===== config.mk =====
export PLATFORM = sky130hd
export DESIGN_NAME = rotimm_unit
export DESIGN_NICKNAME = d
export VERILOG_FILES = /design/src/rtl/rotimm_pkg.sv /design/src/rtl/rotimm_expand.sv /design/src/rtl/rotimm_search.sv /design/src/rtl/rotimm_halfmerge.sv /design/src/rtl/rotimm_unit.sv
export SDC_FILE = /design/constraint.sdc
export NUM_CORES = 1
export LEC_CHECK = 0
export BUFFER_PORTS_ARGS = -buffer_cell sky130_fd_sc_hd__clkbuf_2
export CAP_MARGIN = 20
export CORE_UTILIZATION = 45
export CTS_CLUSTER_DIAMETER = 50
export DETAILED_ROUTE_END_ITERATION = 8
export GPL_ROUTABILITY_DRIVEN = 0
export PLACE_DENSITY = 0.77
export SLEW_MARGIN = 10
export SYNTH_ARGS = -nofsm -noshare
export SYNTH_HDL_FRONTEND = slang
export SYNTH_HIERARCHICAL = 1
export SYNTH_SLANG_ARGS = --single-unit
export TNS_END_PERCENT = 30

===== constraint.sdc =====
create_clock -name clk_i -period 1.6 [get_ports clk_i]
set_input_delay 0.32 -clock clk_i [delete_from_list [all_inputs] [get_ports clk_i]]
set_output_delay 0.32 -clock clk_i [all_outputs]
set_load 0.03 [all_outputs]

===== src/rtl/rotimm_pkg.sv =====
package rotimm_pkg;

  localparam int unsigned RIU_WORD_W = 32;
  localparam int unsigned RIU_IMM_W  = 8;
  localparam int unsigned RIU_ROT_W  = 4;
  localparam int unsigned RIU_HALF_W = 16;

  typedef enum logic {
    SRCH_IDLE,
    SRCH_SCAN
  } srch_state_e;

endpackage


===== src/rtl/rotimm_expand.sv =====
module rotimm_expand #(
  parameter int unsigned WORD_W = 32,
  parameter int unsigned IMM_W  = 8,
  parameter int unsigned ROT_W  = 4
) (
  input  logic [IMM_W-1:0]  imm_i,
  input  logic [ROT_W-1:0]  rot_i,
  output logic [WORD_W-1:0] operand_o
);

  localparam int unsigned AMT_W = ROT_W + 1;

  logic [AMT_W-1:0]    amt;
  logic [WORD_W-1:0]   ext;
  logic [2*WORD_W-1:0] twin;

  // Rotation amount is always even: twice the rotate count.
  assign amt  = {rot_i, 1'b0};
  assign ext  = {{(WORD_W-IMM_W){1'b0}}, imm_i};
  // Shifting a doubled copy right gives the rotate in its lower word.
  assign twin = {ext, ext} >> amt;
  assign operand_o = twin[WORD_W-1:0];

endmodule


===== src/rtl/rotimm_search.sv =====
module rotimm_search
  import rotimm_pkg::*;
#(
  parameter int unsigned WORD_W = 32,
  parameter int unsigned IMM_W  = 8,
  parameter int unsigned ROT_W  = 4
) (
  input  logic              clk_i,
  input  logic              rst_ni,
  input  logic              start_i,
  input  logic [WORD_W-1:0] const_i,
  output logic              busy_o,
  output logic              done_o,
  output logic              valid_o,
  output logic [IMM_W-1:0]  imm_o,
  output logic [ROT_W-1:0]  rot_o
);

  localparam int unsigned AMT_W = ROT_W + 1;

  srch_state_e       state_q, state_d;
  logic [WORD_W-1:0] const_q;
  logic              const_en;
  logic [ROT_W-1:0]  rot_q, rot_d;
  logic              done_q, done_d;
  logic              res_en;
  logic              valid_q, valid_d;
  logic [IMM_W-1:0]  imm_q, imm_d;
  logic [ROT_W-1:0]  rres_q, rres_d;

  logic [AMT_W-1:0]    amt;
  logic [2*WORD_W-1:0] twin;
  logic [WORD_W-1:0]   undone;
  logic                hit;
  logic                last;

  // Undo the candidate rotation: rotate the constant left by 2*rot.
  assign amt    = {rot_q, 1'b0};
  assign twin   = {const_q, const_q} << amt;
  assign undone = twin[2*WORD_W-1:WORD_W];
  assign hit    = (undone[WORD_W-1:IMM_W] == '0);
  assign last   = (rot_q == {ROT_W{1'b1}});

  always_comb begin
    state_d  = state_q;
    rot_d    = rot_q;
    const_en = 1'b0;
    done_d   = 1'b0;
    res_en   = 1'b0;
    valid_d  = valid_q;
    imm_d    = imm_q;
    rres_d   = rres_q;
    unique case (state_q)
      SRCH_IDLE: begin
        if (start_i) begin
          state_d  = SRCH_SCAN;
          rot_d    = '0;
          const_en = 1'b1;
        end
      end
      SRCH_SCAN: begin
        if (hit) begin
          state_d = SRCH_IDLE;
          done_d  = 1'b1;
          res_en  = 1'b1;
          valid_d = 1'b1;
          imm_d   = undone[IMM_W-1:0];
          rres_d  = rot_q;
        end else if (last) begin
          state_d = SRCH_IDLE;
          done_d  = 1'b1;
          res_en  = 1'b1;
          valid_d = 1'b0;
          imm_d   = '0;
          rres_d  = '0;
        end else begin
          rot_d = rot_q + 1'b1;
        end
      end
      default: state_d = SRCH_IDLE;
    endcase
  end

  always_ff @(posedge clk_i or negedge rst_ni) begin
    if (!rst_ni) begin
      state_q <= SRCH_IDLE;
      rot_q   <= '0;
      done_q  <= 1'b0;
    end else begin
      state_q <= state_d;
      rot_q   <= rot_d;
      done_q  <= done_d;
    end
  end

  always_ff @(posedge clk_i or negedge rst_ni) begin
    if (!rst_ni) begin
      const_q <= '0;
    end else if (const_en) begin
      const_q <= const_i;
    end
  end

  always_ff @(posedge clk_i or negedge rst_ni) begin
    if (!rst_ni) begin
      valid_q <= 1'b0;
      imm_q   <= '0;
      rres_q  <= '0;
    end else if (res_en) begin
      valid_q <= valid_d;
      imm_q   <= imm_d;
      rres_q  <= rres_d;
    end
  end

  assign busy_o  = (state_q == SRCH_SCAN);
  assign done_o  = done_q;
  assign valid_o = valid_q;
  assign imm_o   = imm_q;
  assign rot_o   = rres_q;

endmodule


===== src/rtl/rotimm_halfmerge.sv =====
module rotimm_halfmerge #(
  parameter int unsigned WORD_W = 32,
  parameter int unsigned HALF_W = 16
) (
  input  logic              high_i,
  input  logic [HALF_W-1:0] val_i,
  input  logic [WORD_W-1:0] old_i,
  output logic [WORD_W-1:0] result_o
);

  localparam int unsigned LOW_W = WORD_W - HALF_W;
  localparam logic [WORD_W-1:0] KEEP_MASK = {{HALF_W{1'b0}}, {LOW_W{1'b1}}};

  logic [WORD_W-1:0] low_form;
  logic [WORD_W-1:0] high_form;

  assign low_form  = {{(WORD_W-HALF_W){1'b0}}, val_i};
  assign high_form = {val_i, {LOW_W{1'b0}}} | (old_i & KEEP_MASK);
  assign result_o  = high_i ? high_form : low_form;

endmodule


===== src/rtl/rotimm_unit.sv =====
module rotimm_unit
  import rotimm_pkg::*;
#(
  parameter int unsigned WORD_W = RIU_WORD_W,
  parameter int unsigned IMM_W  = RIU_IMM_W,
  parameter int unsigned ROT_W  = RIU_ROT_W,
  parameter int unsigned HALF_W = RIU_HALF_W
) (
  input  logic              clk_i,
  input  logic              rst_ni,
  input  logic [IMM_W-1:0]  exp_imm_i,
  input  logic [ROT_W-1:0]  exp_rot_i,
  output logic [WORD_W-1:0] exp_operand_o,
  input  logic              enc_start_i,
  input  logic [WORD_W-1:0] enc_const_i,
  output logic              enc_busy_o,
  output logic              enc_done_o,
  output logic              enc_valid_o,
  output logic [IMM_W-1:0]  enc_imm_o,
  output logic [ROT_W-1:0]  enc_rot_o,
  input  logic              hw_high_i,
  input  logic [HALF_W-1:0] hw_val_i,
  input  logic [WORD_W-1:0] hw_old_i,
  output logic [WORD_W-1:0] hw_result_o
);

  localparam int unsigned SYNC_STAGES = 2;

  logic [SYNC_STAGES-1:0] rst_sync_q;
  logic                   rst_n_int;

  // Assert at once, release after SYNC_STAGES clean edges.
  always_ff @(posedge clk_i or negedge rst_ni) begin
    if (!rst_ni) begin
      rst_sync_q <= '0;
    end else begin
      rst_sync_q <= {rst_sync_q[SYNC_STAGES-2:0], 1'b1};
    end
  end
  assign rst_n_int = rst_sync_q[SYNC_STAGES-1];

  rotimm_expand #(
    .WORD_W (WORD_W),
    .IMM_W  (IMM_W),
    .ROT_W  (ROT_W)
  ) u_expand (
    .imm_i     (exp_imm_i),
    .rot_i     (exp_rot_i),
    .operand_o (exp_operand_o)
  );

  rotimm_search #(
    .WORD_W (WORD_W),
    .IMM_W  (IMM_W),
    .ROT_W  (ROT_W)
  ) u_search (
    .clk_i   (clk_i),
    .rst_ni  (rst_n_int),
    .start_i (enc_start_i),
    .const_i (enc_const_i),
    .busy_o  (enc_busy_o),
    .done_o  (enc_done_o),
    .valid_o (enc_valid_o),
    .imm_o   (enc_imm_o),
    .rot_o   (enc_rot_o)
  );

  rotimm_halfmerge #(
    .WORD_W (WORD_W),
    .HALF_W (HALF_W)
  ) u_merge (
    .high_i   (hw_high_i),
    .val_i    (hw_val_i),
    .old_i    (hw_old_i),
    .result_o (hw_result_o)
  );

endmodule


==> out/summary.md <==
- result of the run: complete, but fails checks
- failing checks: setup timing
- Max Clock Skew: 0.0103 ns
- Compound-Gate Fraction of Synth Area: 12.8%
- Comb pwr share: 72.1%
- count of inserted antenna diode cells: 0
- pin slew with the least headroom to its limit: 0.569 ns
- Hold Path Origin: enc_const_i[15]
- clock tree from TritonCTS: yes
- series of cell instances along the critical path: mux2_4 -> mux4_2 -> or3_1 -> o31a_1 -> nor4b_4 -> buf_4 -> o21ai_4 -> a32o_1
- Placed Cells incl. Taps: 788
- ANT nets after route: 0
- top flip-flop cell by instance count after synthesis: sky130_fd_sc_hd__dfrtp_1
- post-synthesis cell type with the largest combined area: sky130_fd_sc_hd__dfrtp_1
- number of endpoints with negative hold slack in the final report: 0
- average wire per cell in the routed design: 19.2 µm
- worst endpoint data arrival time: 3.06 ns
- DR WL met3: 1390 µm
- share of synthesized cell area in full adder, half adder and majority cells: 0.274%
- # nets final: 768
- dpl hpwl: 11500 µm
- mux share of post-synthesis cell area: 34.4%
- count of buffers from port buffering: 158
- final wirelength: 15500 µm
- pre-CTS setup slack: -1.38 ns
- Clock Path Buffers: 2
- fraction of post-synthesis cell area in the top cell type by area: 29.1%
- CP Class: reg -> reg
- Via density: 6.03
- count of different cell masters after synthesis: 63
- uppermost layer routed: met4
- dominant combinational cell family by area after synthesis: multiplexers
- number of flip-flops and latches in the synthesized netlist: 53
- power density over the cells: 1720 mW/mm²
- library cell contributing the largest single delay on the critical path: sky130_fd_sc_hd__dfrtp_2
- total net switching power: 5.02 mW
- type of destination of the critical path: register
- Detailed Route Iter0 Violations: 322
- ranking of synthesized cells by area: sky130_fd_sc_hd__dfrtp_1 (29%), sky130_fd_sc_hd__mux2_2 (14%), sky130_fd_sc_hd__mux4_2 (14%)
- residual overflow from global routing: 0
- worst hold path type: in -> reg
- number of enable flip-flop cells after synthesis: 0
- number of buffers inserted during clock tree synthesis: 5
- final setup fails: 38
- Clk network pwr share: 6.7%
- highest net fanout along the worst path: 6
- Critical Path Source Type: register
- Die Footprint: 0.0105 mm²
- Synth top cells by count: sky130_fd_sc_hd__mux2_2 (56), sky130_fd_sc_hd__dfrtp_1 (53), sky130_fd_sc_hd__nand2_1 (32)
- number of antenna violations at the first check in global routing: 0
- syn_nets: 536
- total standard cell area after synthesis: 0.00456 mm²
- PnR worst setup slack: -1.26 ns
- count of mapped cells out of synthesis: 439
- leakage power: 3.08 nW
- delay of the slowest cell on the worst path: 0.49 ns
- power share of the sequential group: 21.2%
- Reg-to-Reg End: u_search/imm_o[3]
- worst reg2reg setup slack: -1.26 ns
- detailed-route via count: 4851
- Chip Width: 103 µm
- initial core utilization: 46.6%
- Worst Reg2Reg Path Length in Cells: 8
- Maximum Capacitance Violations: 0
- Total Power: 11.5 mW
- overall routing resource usage: 29.0%
- worst path buffer plus inverter count: 1
- die height: 103 µm
- sequential cell area fraction in the yosys report: 29.1%
- Worst Hold Depth: 2
- final clock period utilization by the worst path: 179%
- Synth Area in XOR/XNOR: 0%
- Sw Ratio: 43.6%
- Internal Pwr Total: 6.48 mW
- layout cells sized above 1: 60.3%
- maximum vdd drop: 1280 µV
- maximum operating frequency: 0.350 GHz
- async set-reset flop share out of synthesis: 100%
- routed metal-1 wirelength: 5560 µm
- signed area change from the synthesized netlist to the final layout: 46.7%
- number of detailed-routing iterations run before antenna repair: 5
- Layout Cells excl Fill: 805
- simple-gate area share of the yosys netlist: 17.5%
- max-slew headroom at the worst pin: 62.0%
- setup repair after global routing missed its margin: true
- amount of wire on met2 after detailed routing: 7770 µm
- minimum clock period: 2.86 ns
- cell chosen for the clock root: sky130_fd_sc_hd__clkbuf_8
- Crit path required time: 1.80 ns
- average size of a mapped cell: 10.4 µm²
- clock-pin slew of the registers on the worst-case setup and hold paths: 0.10 ns
- vias in the first global route: 4620
- insertion delay to the later sink of the worst-skew pair: 0.32 ns
- Max H-tree Level: 2
- Reg-to-Reg Start: u_search/rot_q[2]
- hold endpoint: u_search/const_q[15]
- Final TNS setup: -22.93 ns
- Ports: 175
- max-slew violations: 0
- most common cell in the synthesized netlist: sky130_fd_sc_hd__mux2_2
- standard-cell rows: 36
- Top Family by Delay on Critical Path: multiplexers
- pin count of the biggest net entering global routing: 34
- Core Region: 0.00977 mm²
- # clock sinks: 53
- remaining routing DRC violations: 0
- first-pass GRT wire length: 23200 µm
- Synthesis Warnings: 6
state kept, by name, indices dropped and copies added, names as in the netlist:
register,count
rst_sync_q,2
u_search/done_o,1
u_search/imm_o,8
u_search/rot_o,4
u_search/const_q,32
u_search/busy_o,1
u_search/rot_q,4
u_search/valid_o,1
logic make-up after synthesis:
group / after synthesis
AO/OA/AOI/OAI: 81
adder cells (fa/ha/maj): 1
buffers and inverters: 45
flip-flops: 53
multiplexers: 112
other: 1
AND/OR/NAND/NOR: 146
area by class of cell:
class,instances,area [µm²]
multi-input combinational,342,3240
fill,705,3080
timing repair buffer,261,1830
sequential,53,1330
tap,133,166
clock buffer,6,72.6
inverter,8,30.0
clock inverter,2,13.8
power by group through the flow:
stage	sequential, mW	combinational [mW]	clock [mW]
finish	2.44	8.29	0.768
global route	2.49	8.77	0.824
CTS	2.40	7.86	0.791
detailed placement	2.44	7.53	0
global placement	2.41	7.28	0
floorplan	2.36	4.62	0
layer usage:
metal / global-route usage [%] / vias to the layer above
met5: 0 / -
met4: 14.7 / 0
met3: 6.17 / 66
met2: 49.7 / 317
met1: 34.4 / 2328
li1: - / 2140
worst reg2reg max path: stages, from the launching register on:
cell and delay, ns:
sky130_fd_sc_hd__dfrtp_2 0.49, sky130_fd_sc_hd__mux2_4 0.33, sky130_fd_sc_hd__mux4_2 0.49, sky130_fd_sc_hd__or3_1 0.33
sky130_fd_sc_hd__o31a_1 0.32, sky130_fd_sc_hd__nor4b_4 0.27, sky130_fd_sc_hd__buf_4 0.19, sky130_fd_sc_hd__o21ai_4 0.09
sky130_fd_sc_hd__a32o_1 0.24
placed cells by master, fill, tap and decap left out, types with 4 or more instances in the layout:
| cell | count |
|---|---|
| sky130_fd_sc_hd__a21oi_1 | 20 |
| sky130_fd_sc_hd__a32o_1 | 4 |
| sky130_fd_sc_hd__and2_1 | 16 |
| sky130_fd_sc_hd__buf_12 | 8 |
| sky130_fd_sc_hd__buf_4 | 97 |
| sky130_fd_sc_hd__buf_6 | 12 |
| sky130_fd_sc_hd__clkbuf_2 | 129 |
| sky130_fd_sc_hd__clkbuf_4 | 5 |
| sky130_fd_sc_hd__clkbuf_8 | 11 |
| sky130_fd_sc_hd__dfrtp_1 | 49 |
| sky130_fd_sc_hd__dfrtp_2 | 4 |
| sky130_fd_sc_hd__inv_1 | 8 |
| sky130_fd_sc_hd__mux2_2 | 51 |
| sky130_fd_sc_hd__mux2_4 | 6 |
| sky130_fd_sc_hd__mux2i_1 | 22 |
| sky130_fd_sc_hd__mux4_2 | 28 |
| sky130_fd_sc_hd__nand2_1 | 30 |
| sky130_fd_sc_hd__nand3_1 | 7 |
| sky130_fd_sc_hd__nor2_1 | 25 |
| sky130_fd_sc_hd__nor2b_1 | 5 |
| sky130_fd_sc_hd__nor3_1 | 18 |
| sky130_fd_sc_hd__o211ai_1 | 5 |
| sky130_fd_sc_hd__o21ai_0 | 5 |
| sky130_fd_sc_hd__o22ai_1 | 6 |
| sky130_fd_sc_hd__o2bb2ai_1 | 9 |
| sky130_fd_sc_hd__or3_1 | 5 |
worst max path at each step:
stage,from,end,slack [ns],cells past startpoint
final,u_search/rot_q[2],u_search/imm_o[3],-1.26,8
after global routing,u_search/rot_q[2],u_search/rot_q[1],-1.35,8
after CTS,u_search/rot_q[2],u_search/imm_o[0],-1.23,8
after detailed placement,u_search/rot_q[2],u_search/rot_q[1],-1.38,8
after global placement,u_search/rot_q[2],u_search/rot_q[1],-1.29,8
after floorplan,u_search/rot_q[2],u_search/imm_o[3],-1.20,9
what timing repair did:
item | in CTS | in global routing
hold buffers | 1 | 0
resized for setup | 57 | 62
hold endpoints to repair | 2 | 0
gates cloned | 1 | 0
pin swaps | 10 | 11
setup endpoints to repair | 51 | 52
buffers inserted | 6 | 1
per-stage QoR:
stage / util, % / hold slack [ns] / cell area [µm²]
finish: 68.4 / 0.227 / 6690
global route: 68.4 / 0.221 / 6690
CTS: 66.5 / 0.223 / 6500
detailed placement: 62.7 / 0.108 / 6130
global placement: 62.7 / 0.106 / 6130
floorplan: - / 0.0244 / 4610
Power figures use the tool's default switching activity.
